$ cat src/rtl/ptw_pkg.sv
package ptw_pkg;

  typedef enum logic [1:0] {
    FLT_NONE   = 2'd0,
    FLT_ABSENT = 2'd1,
    FLT_RDONLY = 2'd2,
    FLT_PRIV   = 2'd3
  } flt_cause_e;

  typedef enum logic [1:0] {
    WS_IDLE,
    WS_FETCH,
    WS_WAIT
  } walk_state_e;

  localparam int unsigned FLAG_W    = 3;
  localparam int unsigned PTE_V_BIT = 0;
  localparam int unsigned PTE_W_BIT = 1;
  localparam int unsigned PTE_U_BIT = 2;

endpackage

$ cat src/rtl/ptw_rst_sync.sv
module ptw_rst_sync #(
  parameter int unsigned STAGES = 2
) (
  input  logic clk,
  input  logic rst_n,
  output logic rst_sync_n
);

  logic [STAGES-1:0] sync_q;

  always_ff @(posedge clk or negedge rst_n) begin
    if (!rst_n) sync_q <= '0;
    else        sync_q <= {sync_q[STAGES-2:0], 1'b1};
  end

  assign rst_sync_n = sync_q[STAGES-1];

endmodule

$ cat src/rtl/ptw_addr_gen.sv
module ptw_addr_gen #(
  parameter  int unsigned VA_W   = 32,
  parameter  int unsigned OFF_W  = 12,
  parameter  int unsigned IDX_W  = 10,
  parameter  int unsigned LEVELS = 2,
  parameter  int unsigned PA_W   = 32,
  parameter  int unsigned PTE_W  = 32,
  localparam int unsigned PPN_W  = PA_W - OFF_W,
  localparam int unsigned LVL_W  = (LEVELS > 1) ? $clog2(LEVELS) : 1,
  localparam int unsigned ENT_SH = $clog2(PTE_W / 8)
) (
  input  logic [VA_W-1:0]  vaddr,
  input  logic [LVL_W-1:0] level,
  input  logic [PPN_W-1:0] table_ppn,
  output logic [PA_W-1:0]  entry_addr
);

  logic [IDX_W-1:0] slice [LEVELS];
  logic [IDX_W-1:0] idx;

  for (genvar g = 0; g < LEVELS; g++) begin : g_slice
    localparam int unsigned LO = OFF_W + (LEVELS - 1 - g) * IDX_W;
    assign slice[g] = vaddr[LO +: IDX_W];
  end

  always_comb begin
    idx = slice[0];
    for (int i = 0; i < LEVELS; i++) begin
      if (level == LVL_W'(i)) idx = slice[i];
    end
  end

  assign entry_addr = (PA_W'(table_ppn) << OFF_W) + (PA_W'(idx) << ENT_SH);

endmodule

$ cat src/rtl/ptw_pte_check.sv
module ptw_pte_check
  import ptw_pkg::*;
(
  input  logic              [FLAG_W-1:0] flags,
  input  logic                           is_leaf,
  input  logic                           is_write,
  input  logic                           is_user,
  output logic                           fault,
  output flt_cause_e                     cause
);

  always_comb begin
    cause = FLT_NONE;
    if (!flags[PTE_V_BIT])                           cause = FLT_ABSENT;
    else if (is_leaf && is_user  && !flags[PTE_U_BIT]) cause = FLT_PRIV;
    else if (is_leaf && is_write && !flags[PTE_W_BIT]) cause = FLT_RDONLY;
  end

  assign fault = (cause != FLT_NONE);

endmodule

$ cat src/rtl/ptw_ctrl.sv
module ptw_ctrl
  import ptw_pkg::*;
#(
  parameter  int unsigned VA_W   = 32,
  parameter  int unsigned OFF_W  = 12,
  parameter  int unsigned LEVELS = 2,
  parameter  int unsigned PA_W   = 32,
  parameter  int unsigned PTE_W  = 32,
  localparam int unsigned PPN_W  = PA_W - OFF_W,
  localparam int unsigned LVL_W  = (LEVELS > 1) ? $clog2(LEVELS) : 1
) (
  input  logic              clk,
  input  logic              rst_ni,
  input  logic              req_valid,
  output logic              req_ready,
  input  logic [VA_W-1:0]   req_vaddr,
  input  logic              req_write,
  input  logic              req_user,
  input  logic [PPN_W-1:0]  base_ppn,
  output logic              mem_rd_valid,
  input  logic              mem_rd_ready,
  input  logic              mem_rsp_valid,
  input  logic [PTE_W-1:0]  mem_rsp_data,
  output logic [VA_W-1:0]   walk_vaddr,
  output logic [LVL_W-1:0]  walk_level,
  output logic [PPN_W-1:0]  walk_table,
  output logic              walk_leaf,
  output logic              walk_write,
  output logic              walk_user,
  input  logic              chk_fault,
  input  flt_cause_e        chk_cause,
  output logic              rsp_done,
  output logic              rsp_fault,
  output logic [PA_W-1:0]   rsp_paddr,
  output flt_cause_e        rsp_cause,
  output logic [LVL_W-1:0]  rsp_level
);

  walk_state_e      state_q, state_d;
  logic [LVL_W-1:0] level_q, level_d;
  logic [PPN_W-1:0] table_q, table_d;
  logic [VA_W-1:0]  vaddr_q;
  logic             write_q, user_q;
  logic             done_q, done_d, fault_q, fault_d;
  flt_cause_e       cause_q, cause_d;
  logic [LVL_W-1:0] flevel_q, flevel_d;
  logic [PA_W-1:0]  paddr_q, paddr_d;
  logic             ld_req, ld_rsp;
  logic [PPN_W-1:0] pte_ppn;
  logic             unused_rsv;

  assign pte_ppn    = mem_rsp_data[PTE_W-1 -: PPN_W];
  assign unused_rsv = ^mem_rsp_data[PTE_W-PPN_W-1:FLAG_W];
  assign walk_leaf  = (level_q == LVL_W'(LEVELS - 1));

  // next-state
  always_comb begin
    state_d  = state_q;
    level_d  = level_q;
    table_d  = table_q;
    done_d   = 1'b0;
    fault_d  = 1'b0;
    cause_d  = cause_q;
    flevel_d = flevel_q;
    paddr_d  = paddr_q;
    ld_req   = 1'b0;
    ld_rsp   = 1'b0;
    unique case (state_q)
      WS_IDLE: begin
        if (req_valid) begin
          ld_req  = 1'b1;
          level_d = '0;
          table_d = base_ppn;
          state_d = WS_FETCH;
        end
      end
      WS_FETCH: begin
        if (mem_rd_ready) state_d = WS_WAIT;
      end
      WS_WAIT: begin
        if (mem_rsp_valid) begin
          if (chk_fault) begin
            ld_rsp   = 1'b1;
            fault_d  = 1'b1;
            cause_d  = chk_cause;
            flevel_d = level_q;
            state_d  = WS_IDLE;
          end else if (walk_leaf) begin
            ld_rsp   = 1'b1;
            done_d   = 1'b1;
            cause_d  = FLT_NONE;
            flevel_d = level_q;
            paddr_d  = {pte_ppn, vaddr_q[OFF_W-1:0]};
            state_d  = WS_IDLE;
          end else begin
            level_d  = level_q + LVL_W'(1);
            table_d  = pte_ppn;
            state_d  = WS_FETCH;
          end
        end
      end
      default: state_d = WS_IDLE;
    endcase
  end

  // registers
  always_ff @(posedge clk or negedge rst_ni) begin
    if (!rst_ni) begin
      state_q  <= WS_IDLE;
      level_q  <= '0;
      table_q  <= '0;
      vaddr_q  <= '0;
      write_q  <= 1'b0;
      user_q   <= 1'b0;
      done_q   <= 1'b0;
      fault_q  <= 1'b0;
      cause_q  <= FLT_NONE;
      flevel_q <= '0;
      paddr_q  <= '0;
    end else begin
      state_q <= state_d;
      level_q <= level_d;
      table_q <= table_d;
      done_q  <= done_d;
      fault_q <= fault_d;
      if (ld_req) begin
        vaddr_q <= req_vaddr;
        write_q <= req_write;
        user_q  <= req_user;
      end
      if (ld_rsp) begin
        cause_q  <= cause_d;
        flevel_q <= flevel_d;
        paddr_q  <= paddr_d;
      end
    end
  end

  assign req_ready    = (state_q == WS_IDLE);
  assign mem_rd_valid = (state_q == WS_FETCH);
  assign walk_vaddr   = vaddr_q;
  assign walk_level   = level_q;
  assign walk_table   = table_q;
  assign walk_write   = write_q;
  assign walk_user    = user_q;
  assign rsp_done     = done_q;
  assign rsp_fault    = fault_q;
  assign rsp_paddr    = paddr_q;
  assign rsp_cause    = cause_q;
  assign rsp_level    = flevel_q;

  p_busy_r10: assert property (@(posedge clk) disable iff (!rst_ni)
    (req_valid && req_ready) |=> !req_ready);
  p_excl_r10: assert property (@(posedge clk) disable iff (!rst_ni)
    !(rsp_done && rsp_fault));
  p_ready_back_r10: assert property (@(posedge clk) disable iff (!rst_ni)
    (rsp_done || rsp_fault) |-> req_ready);
  p_pulse_r4: assert property (@(posedge clk) disable iff (!rst_ni)
    rsp_done |=> !rsp_done);
  p_done_clean_r4: assert property (@(posedge clk) disable iff (!rst_ni)
    rsp_done |-> (rsp_cause == FLT_NONE));

endmodule

$ cat src/rtl/ptw_top.sv
module ptw_top
  import ptw_pkg::*;
#(
  parameter  int unsigned VA_W        = 32,
  parameter  int unsigned OFF_W       = 12,
  parameter  int unsigned IDX_W       = 10,
  parameter  int unsigned LEVELS      = 2,
  parameter  int unsigned PA_W        = 32,
  parameter  int unsigned PTE_W       = 32,
  parameter  int unsigned SYNC_STAGES = 2,
  localparam int unsigned PPN_W       = PA_W - OFF_W,
  localparam int unsigned LVL_W       = (LEVELS > 1) ? $clog2(LEVELS) : 1
) (
  input  logic             clk,
  input  logic             rst_n,
  input  logic             req_valid,
  output logic             req_ready,
  input  logic [VA_W-1:0]  req_vaddr,
  input  logic             req_write,
  input  logic             req_user,
  input  logic [PPN_W-1:0] base_ppn,
  output logic             mem_rd_valid,
  input  logic             mem_rd_ready,
  output logic [PA_W-1:0]  mem_rd_addr,
  input  logic             mem_rsp_valid,
  input  logic [PTE_W-1:0] mem_rsp_data,
  output logic             rsp_done,
  output logic             rsp_fault,
  output logic [PA_W-1:0]  rsp_paddr,
  output logic [1:0]       rsp_cause,
  output logic [LVL_W-1:0] rsp_level
);

  logic             rst_ni;
  logic [VA_W-1:0]  walk_vaddr;
  logic [LVL_W-1:0] walk_level;
  logic [PPN_W-1:0] walk_table;
  logic             walk_leaf, walk_write, walk_user;
  logic             chk_fault;
  flt_cause_e       chk_cause, cause_out;

  ptw_rst_sync #(.STAGES(SYNC_STAGES)) u_rst (
    .clk        (clk),
    .rst_n      (rst_n),
    .rst_sync_n (rst_ni)
  );

  ptw_addr_gen #(
    .VA_W(VA_W), .OFF_W(OFF_W), .IDX_W(IDX_W),
    .LEVELS(LEVELS), .PA_W(PA_W), .PTE_W(PTE_W)
  ) u_addr (
    .vaddr      (walk_vaddr),
    .level      (walk_level),
    .table_ppn  (walk_table),
    .entry_addr (mem_rd_addr)
  );

  ptw_pte_check u_chk (
    .flags    (mem_rsp_data[FLAG_W-1:0]),
    .is_leaf  (walk_leaf),
    .is_write (walk_write),
    .is_user  (walk_user),
    .fault    (chk_fault),
    .cause    (chk_cause)
  );

  ptw_ctrl #(
    .VA_W(VA_W), .OFF_W(OFF_W), .LEVELS(LEVELS), .PA_W(PA_W), .PTE_W(PTE_W)
  ) u_ctrl (
    .clk           (clk),
    .rst_ni        (rst_ni),
    .req_valid     (req_valid),
    .req_ready     (req_ready),
    .req_vaddr     (req_vaddr),
    .req_write     (req_write),
    .req_user      (req_user),
    .base_ppn      (base_ppn),
    .mem_rd_valid  (mem_rd_valid),
    .mem_rd_ready  (mem_rd_ready),
    .mem_rsp_valid (mem_rsp_valid),
    .mem_rsp_data  (mem_rsp_data),
    .walk_vaddr    (walk_vaddr),
    .walk_level    (walk_level),
    .walk_table    (walk_table),
    .walk_leaf     (walk_leaf),
    .walk_write    (walk_write),
    .walk_user     (walk_user),
    .chk_fault     (chk_fault),
    .chk_cause     (chk_cause),
    .rsp_done      (rsp_done),
    .rsp_fault     (rsp_fault),
    .rsp_paddr     (rsp_paddr),
    .rsp_cause     (cause_out),
    .rsp_level     (rsp_level)
  );

  assign rsp_cause = cause_out;

  p_hold_addr_r10: assert property (@(posedge clk) disable iff (!rst_ni)
    (mem_rd_valid && !mem_rd_ready) |=> (mem_rd_valid && $stable(mem_rd_addr)));
  p_absent_l0_r5: assert property (@(posedge clk) disable iff (!rst_ni)
    (rsp_fault && rsp_level == '0) |-> (rsp_cause == 2'd1));

endmodule

$ cat config.mk
export PLATFORM = sky130hd
export DESIGN_NAME = ptw_top
export DESIGN_NICKNAME = d
export VERILOG_FILES = /design/src/rtl/ptw_pkg.sv /design/src/rtl/ptw_rst_sync.sv /design/src/rtl/ptw_addr_gen.sv /design/src/rtl/ptw_pte_check.sv /design/src/rtl/ptw_ctrl.sv /design/src/rtl/ptw_top.sv
export SDC_FILE = /design/constraint.sdc
export NUM_CORES = 1
export LEC_CHECK = 0
export BUFFER_PORTS_ARGS = -buffer_cell sky130_fd_sc_hd__buf_2
export CORE_MARGIN = 10
export CORE_UTILIZATION = 45
export DETAILED_ROUTE_END_ITERATION = 10
export PLACE_DENSITY = 0.78
export SYNTH_ARGS = -nofsm -noshare
export SYNTH_HDL_FRONTEND = slang
export SYNTH_SLANG_ARGS = --single-unit
$ cat constraint.sdc
create_clock -name clk -period 4.2 [get_ports clk]
set_input_delay 0.21 -clock clk [delete_from_list [all_inputs] [get_ports clk]]
set_output_delay 0.21 -clock clk [all_outputs]
set_load 0.05 [all_outputs]
# Word-level counts from Yosys, hierarchy flattened
# Cells that the tools add are included.
# classes
reduce_logical	15
n_mux	36
n_lt_le_gt_ge	0
bitwise_logic	1
add_sub_neg	2
eq_ne	7
n_shift	0
n_div	0
n_mul	0
# op_table
cell	n
$mux 20	4
$pmux 20 s2	1
$add 32x12->32	1
$mux 1	19
$mux 2	9
$mux 10	1
$reduce_and 5->1	2
$ne 2x2->1 const B	4
$reduce_and 4->1	2
$pmux 2 s3	1
$reduce_bool 2->1	3
$logic_and 1x1->1	4
$reduce_and 3->1	1
$eq 2x1->1 const B	1
$eq 2x2->1 const B	1
$logic_not 1->1	2
$logic_not 2->1	1
$ne 2x1->1 const B	1
$pmux 1 s2	1
$add 1x1->1 const B	1
$not 1->1	1
# totals
latch_bits	0
reg_bits	96
romBits	0
mem_bits_rw	0
elab_cells	73
mem_count	0

# Logic depth before layout (Yosys ltp)
# logic_depth
ltp_word	10
depth_mapped	6

# Cells and area by module
# A second synthesis with hierarchy kept.
# unflattened
hier_cells	284
hier_area_um2	4267.8
# by_module_without_submodules
mod	cells_per_inst	instances	seq_area_each_um2	area_per_inst_um2
ptw_ctrl	239	1	2352.3	3833.7
ptw_addr_gen	34	1	0.0	330.3
ptw_rst_sync	3	1	50.0	53.8
ptw_pte_check	8	1	0.0	50.0

# Worst setup path after synthesis
# No wires, ideal clock.
# synth_path
path_type	register to register
from	reg u_ctrl.state_q[0]
to	reg u_ctrl.vaddr_q[10], in the netlist u_ctrl.walk_vaddr[10]
arrival_ns	2.147
stages_incl_launch_ff	6
path_slack_ns	1.929
required_ns	4.075
path_cell_list	dfrtp_1 nor2_1 and2_1 clkbuf_1 buf_2 mux2_2
# synth_via
elab_chain_len	2
# synth_rtl
item	line_no	rtl
start: declaration	ptw_ctrl.sv:39	walk_state_e state_q, state_d;
start signal: assignment	ptw_ctrl.sv:121	state_q <= state_d;
$logic_not 2->1	n/a	
named net req_ready	ptw_top.sv:17	output logic req_ready,
$mux 1	ptw_ctrl.sv:68	unique case (state_q)
end signal: assignment	ptw_ctrl.sv:127	vaddr_q <= req_vaddr;
end: declaration	ptw_ctrl.sv:42	logic [VA_W-1:0] vaddr_q;
# The timed path passes the listed nets, and every way through them passes these cells.
# A chain may end at the register's enable or synchronous reset.

# Worst setup path after layout
# layout_path
from	reg u_ctrl.level_q, in the netlist u_ctrl.walk_leaf
to	reg u_ctrl.paddr_q[8], in the netlist u_ctrl.rsp_paddr[8]
# layout_via
elab_chain_len	10
elab_cells_between_ends	14
# layout_rtl
item	line_no	rtl
start: declaration	ptw_ctrl.sv:40	logic [LVL_W-1:0] level_q, level_d;
start signal: assignment	ptw_ctrl.sv:122	level_q <= level_d;
$logic_and 1x1->1 (2 in series)	ptw_pte_check.sv:16	else if (is_leaf && is_write && !flags[PTE_W_BIT]) cause = FLT_RDONLY;
$mux 2	ptw_pte_check.sv:16	
$mux 2	ptw_pte_check.sv:15	else if (is_leaf && is_user && !flags[PTE_U_BIT]) cause = FLT_PRIV;
$mux 2	ptw_pte_check.sv:14	if (!flags[PTE_V_BIT]) cause = FLT_ABSENT;
$reduce_bool 2->1	ptw_pte_check.sv:19	assign fault = (cause != FLT_NONE);
$mux 1	ptw_ctrl.sv:82	if (chk_fault) begin
$mux 1	ptw_ctrl.sv:81	if (mem_rsp_valid) begin
$mux 1	ptw_ctrl.sv:68	
$reduce_and 5->1 (no line) (*)	n/a	
end signal: assignment	ptw_ctrl.sv:134	paddr_q <= paddr_d;
end: declaration	ptw_ctrl.sv:47	logic [PA_W-1:0] paddr_q, paddr_d;
# Every way passes the cells marked *; elsewhere a longest branch is shown, timed or not.

==> results.cfg <==
[sta]
timing.final.max_slew_violations = 0
maxClockFrequency_mhz = 364
transition_time_at_the_pin_with_the_least_slew_margin_ns = 0.860
setup_total_negative_slack_ns = 0
setup_violations = 0
rsz0062_at_grt = no
clock-skew-final_ns = 0.0113
layout_worst_path_cycle_share_pct = 65.4
timing.final.hold_violations = 0
final_period_minus_worst_setup_slack_ns = 2.75
slew-limit-headroom_pct = 42.6

[setup_path]
worstSetupPathType = flop to flop
setup.worst_path.start_class = flop
critical_path.reg2reg.endpoint = u_ctrl.rsp_paddr[8]
cp.required_ns = 4.43
r2r.worst_path.cells = 4
r2r_slack_ns = 1.45
timing.critical_path.arrival_ns = 2.98
worstPathMaxFanout = 19
r2r-start = u_ctrl.walk_leaf
endpoint_kind = flop

[min_path]
hold_path_startpoint = req_vaddr[29]
worstHoldPathType = input pin to flop
hold_depth = 2
hold-path-endpoint = u_ctrl.walk_vaddr[29]

[clock_tree]
cts.htree.levels = 3
clkTransAtPathRegs_ns = 0.09
cts.sinks = 96
tritoncts = built
clock_latency_ns = 0.35
cts-root-to-sink-buffers = 2
cts_buffers = 9
cts-root-buf = clkbuf_8

[placement]
final_weighted_congestion_of_routability_driven_global_placement = 0.672
buffer_ports.inserted = 150
hpwl_mm = 7.26

[routing]
detail_route.drc_violations = 0
first_pass_iteration_count_of_the_detailed_router = 4
num_vias = 2658
route.final.wire_length_mm = 9.69
viasPerCell = 5.02
route.detailed.wl_per_inst_um = 18.3
number_of_nets_with_antenna_violations_after_detailed_routing = 0
first_iter_violations = 76

[logic_synthesis]
synth_top_area_share_pct = 57.9
synth.yosys.warnings = 0
synth_area_per_cell_um2 = 15.7
synth_enable_flop_cells = 0
synth_area_leaders = dfrtp_1, mux2_2, mux2_4
netlist_instances = 264
yosys.cell_count.top_type = dfrtp_1
netlist-cell-type-count = 25
synthFlopType = dfrtp_1
asyncSetResetFlopFracSynth_pct = 100
ys_ff_latch = 96
yosysSeqAreaShare_pct = 57.9
post_synth_most_frequent_cells = dfrtp_1, mux2_2, mux2_4
yosys.area.top_type = dfrtp_1
mappedNetlistArea_um2 = 4150

[final_layout]
area_growth_pct = 24.5
filler_cell_count = 736
post_route_cells_drive_above_1_share_pct = 69.4
layout.nets = 507
number_of_diodes_added_for_antenna_fixing = 0

[floorplan]
site_rows = 34
num_io_pins = 162
die-area_um2 = 13500
initial_utilization_pct = 46.9
die-height_um = 116
coreArea_um2 = 8850
die_w_um = 116

[job]
max-cap-violations = 0

[pwr]
power.ir.vdd_worst_mv = 0.513
report.power.total_mw = 4.30
power-per-cell-area_nw_per_um2 = 832
power_leakage_nw = 2.69

[global_routing]
antenna_violations_before_repair = 0
groute.usage.overall_pct = 14.1
grt_max_degree = 69
grt_first_pass_wirelength_mm = 14.9
global_route.overflow_total = 0
grt_pass1_vias = 2961

[run_status]
outcome = complete, no violations
-- layout make-up --
cell class                 count  area [um2]  area share, %
sequential                    96        2410           46.6
multi-input combinational    149        1610           31.1
timing repair buffer         156         798           15.4
clock buffer                  10         138           2.66
tap                          108         135           2.62
clock inverter                 6        66.3           1.28
inverter                       4        15.0          0.291
-- cells by family (layout without fill, tap and decap cells) --
family | count (synthesis) | in the layout | synth area share, %
compound gates | 12 | 12 | 1.63
flops | 96 | 96 | 57.9
other cells | 2 | 3 | 0.181
buf+inv | 20 | 176 | 3.59
simple gates | 18 | 18 | 2.62
mux | 116 | 116 | 34.1
-- routing by layer --
| metal | global-route usage, % | vias up | wire (um) |
|---|---|---|---|
| met5 | 0 | - | 0 |
| met4 | 4.59 | 0 | 92 |
| met3 | 4.86 | 8 | 806 |
| met2 | 24.6 | 92 | 4910 |
| met1 | 15.8 | 1334 | 3890 |
| li1 | - | 1224 | - |
-- power breakdown --
part	switching [mW]	internal, mW
sequential	0.228	1.30
clock	0.322	0.295
combinational	1.40	0.757
-- worst max-delay path: stages (launching register included) --
cell,delay [ns]
dfrtp_1,0.78
inv_1,0.15
or4b_2,1.00
buf_4,0.37
mux2_4,0.34
-- sequential cells by signal, indices dropped and copies added, names as in the netlist --
name,cells
u_ctrl.state_q,2
u_ctrl.walk_user,1
u_ctrl.rsp_level,1
u_ctrl.walk_leaf,1
u_rst.sync_q,2
u_ctrl.walk_table,20
u_ctrl.rsp_fault,1
u_ctrl.walk_write,1
u_ctrl.rsp_cause,2
u_ctrl.rsp_paddr,32
u_ctrl.rsp_done,1
u_ctrl.walk_vaddr,32
-- metrics by stage --
stage | instances | worst slack, ns | util, % | hold WS [ns] | instance area (um2)
4_1_cts | 529 | 1.43 | 58.4 | 0.0577 | 5170
5_1_grt | 529 | 1.33 | 58.4 | 0.0652 | 5170
2_1_floorplan | 265 | 1.33 | - | -0.0856 | 4150
3_5_place_dp | 512 | 1.44 | 56.0 | -0.00287 | 4950
6_report | 529 | 1.45 | 58.4 | 0.0827 | 5170
3_3_place_gp | 512 | 1.49 | 56.0 | -0.00384 | 4950
-- placed cells by master (no fill, tap or decap) --
cell	count
mux2_2	87
nand4b_1	1
inv_1	4
inv_6	2
a21oi_2	1
or4b_2	1
dfrtp_4	1
bufinv_16	1
o21ai_0	5
or2_2	1
conb_1	3
nand3b_1	1
nor2b_1	4
nor2_1	4
mux2_4	29
nand2_1	2
and4b_1	1
clkinv_2	2
clkbuf_8	10
buf_2	150
a21oi_1	3
dlygate4sd3_1	1
and2_1	1
nor2b_2	1
dfrtp_1	95
clkinv_4	1
nand2b_1	1
o31ai_1	2
buf_4	5
a21o_1	1
-- repair_timing --
item / CTS / global route
hold endpoints to repair: 2 / 0
buffers inserted: 0 / 0
hold buffers: 1 / 0
gates resized for setup: 0 / 0
-- worst max-delay path by stage --
stage	cells after the start	slack (ns)	endpoint	start
floorplan	0	1.33	u_ctrl.rsp_cause[0]	u_rst.sync_q[1]
global placement	4	1.49	u_ctrl.rsp_paddr[27]	u_ctrl.walk_leaf
detailed placement	4	1.44	u_ctrl.rsp_paddr[10]	u_ctrl.walk_leaf
CTS	4	1.43	u_ctrl.rsp_paddr[8]	u_ctrl.walk_leaf
global route	4	1.33	u_ctrl.rsp_paddr[8]	u_ctrl.walk_leaf
finish	4	1.45	u_ctrl.rsp_paddr[8]	u_ctrl.walk_leaf
Note: power is estimated with default switching activity, not from simulation.
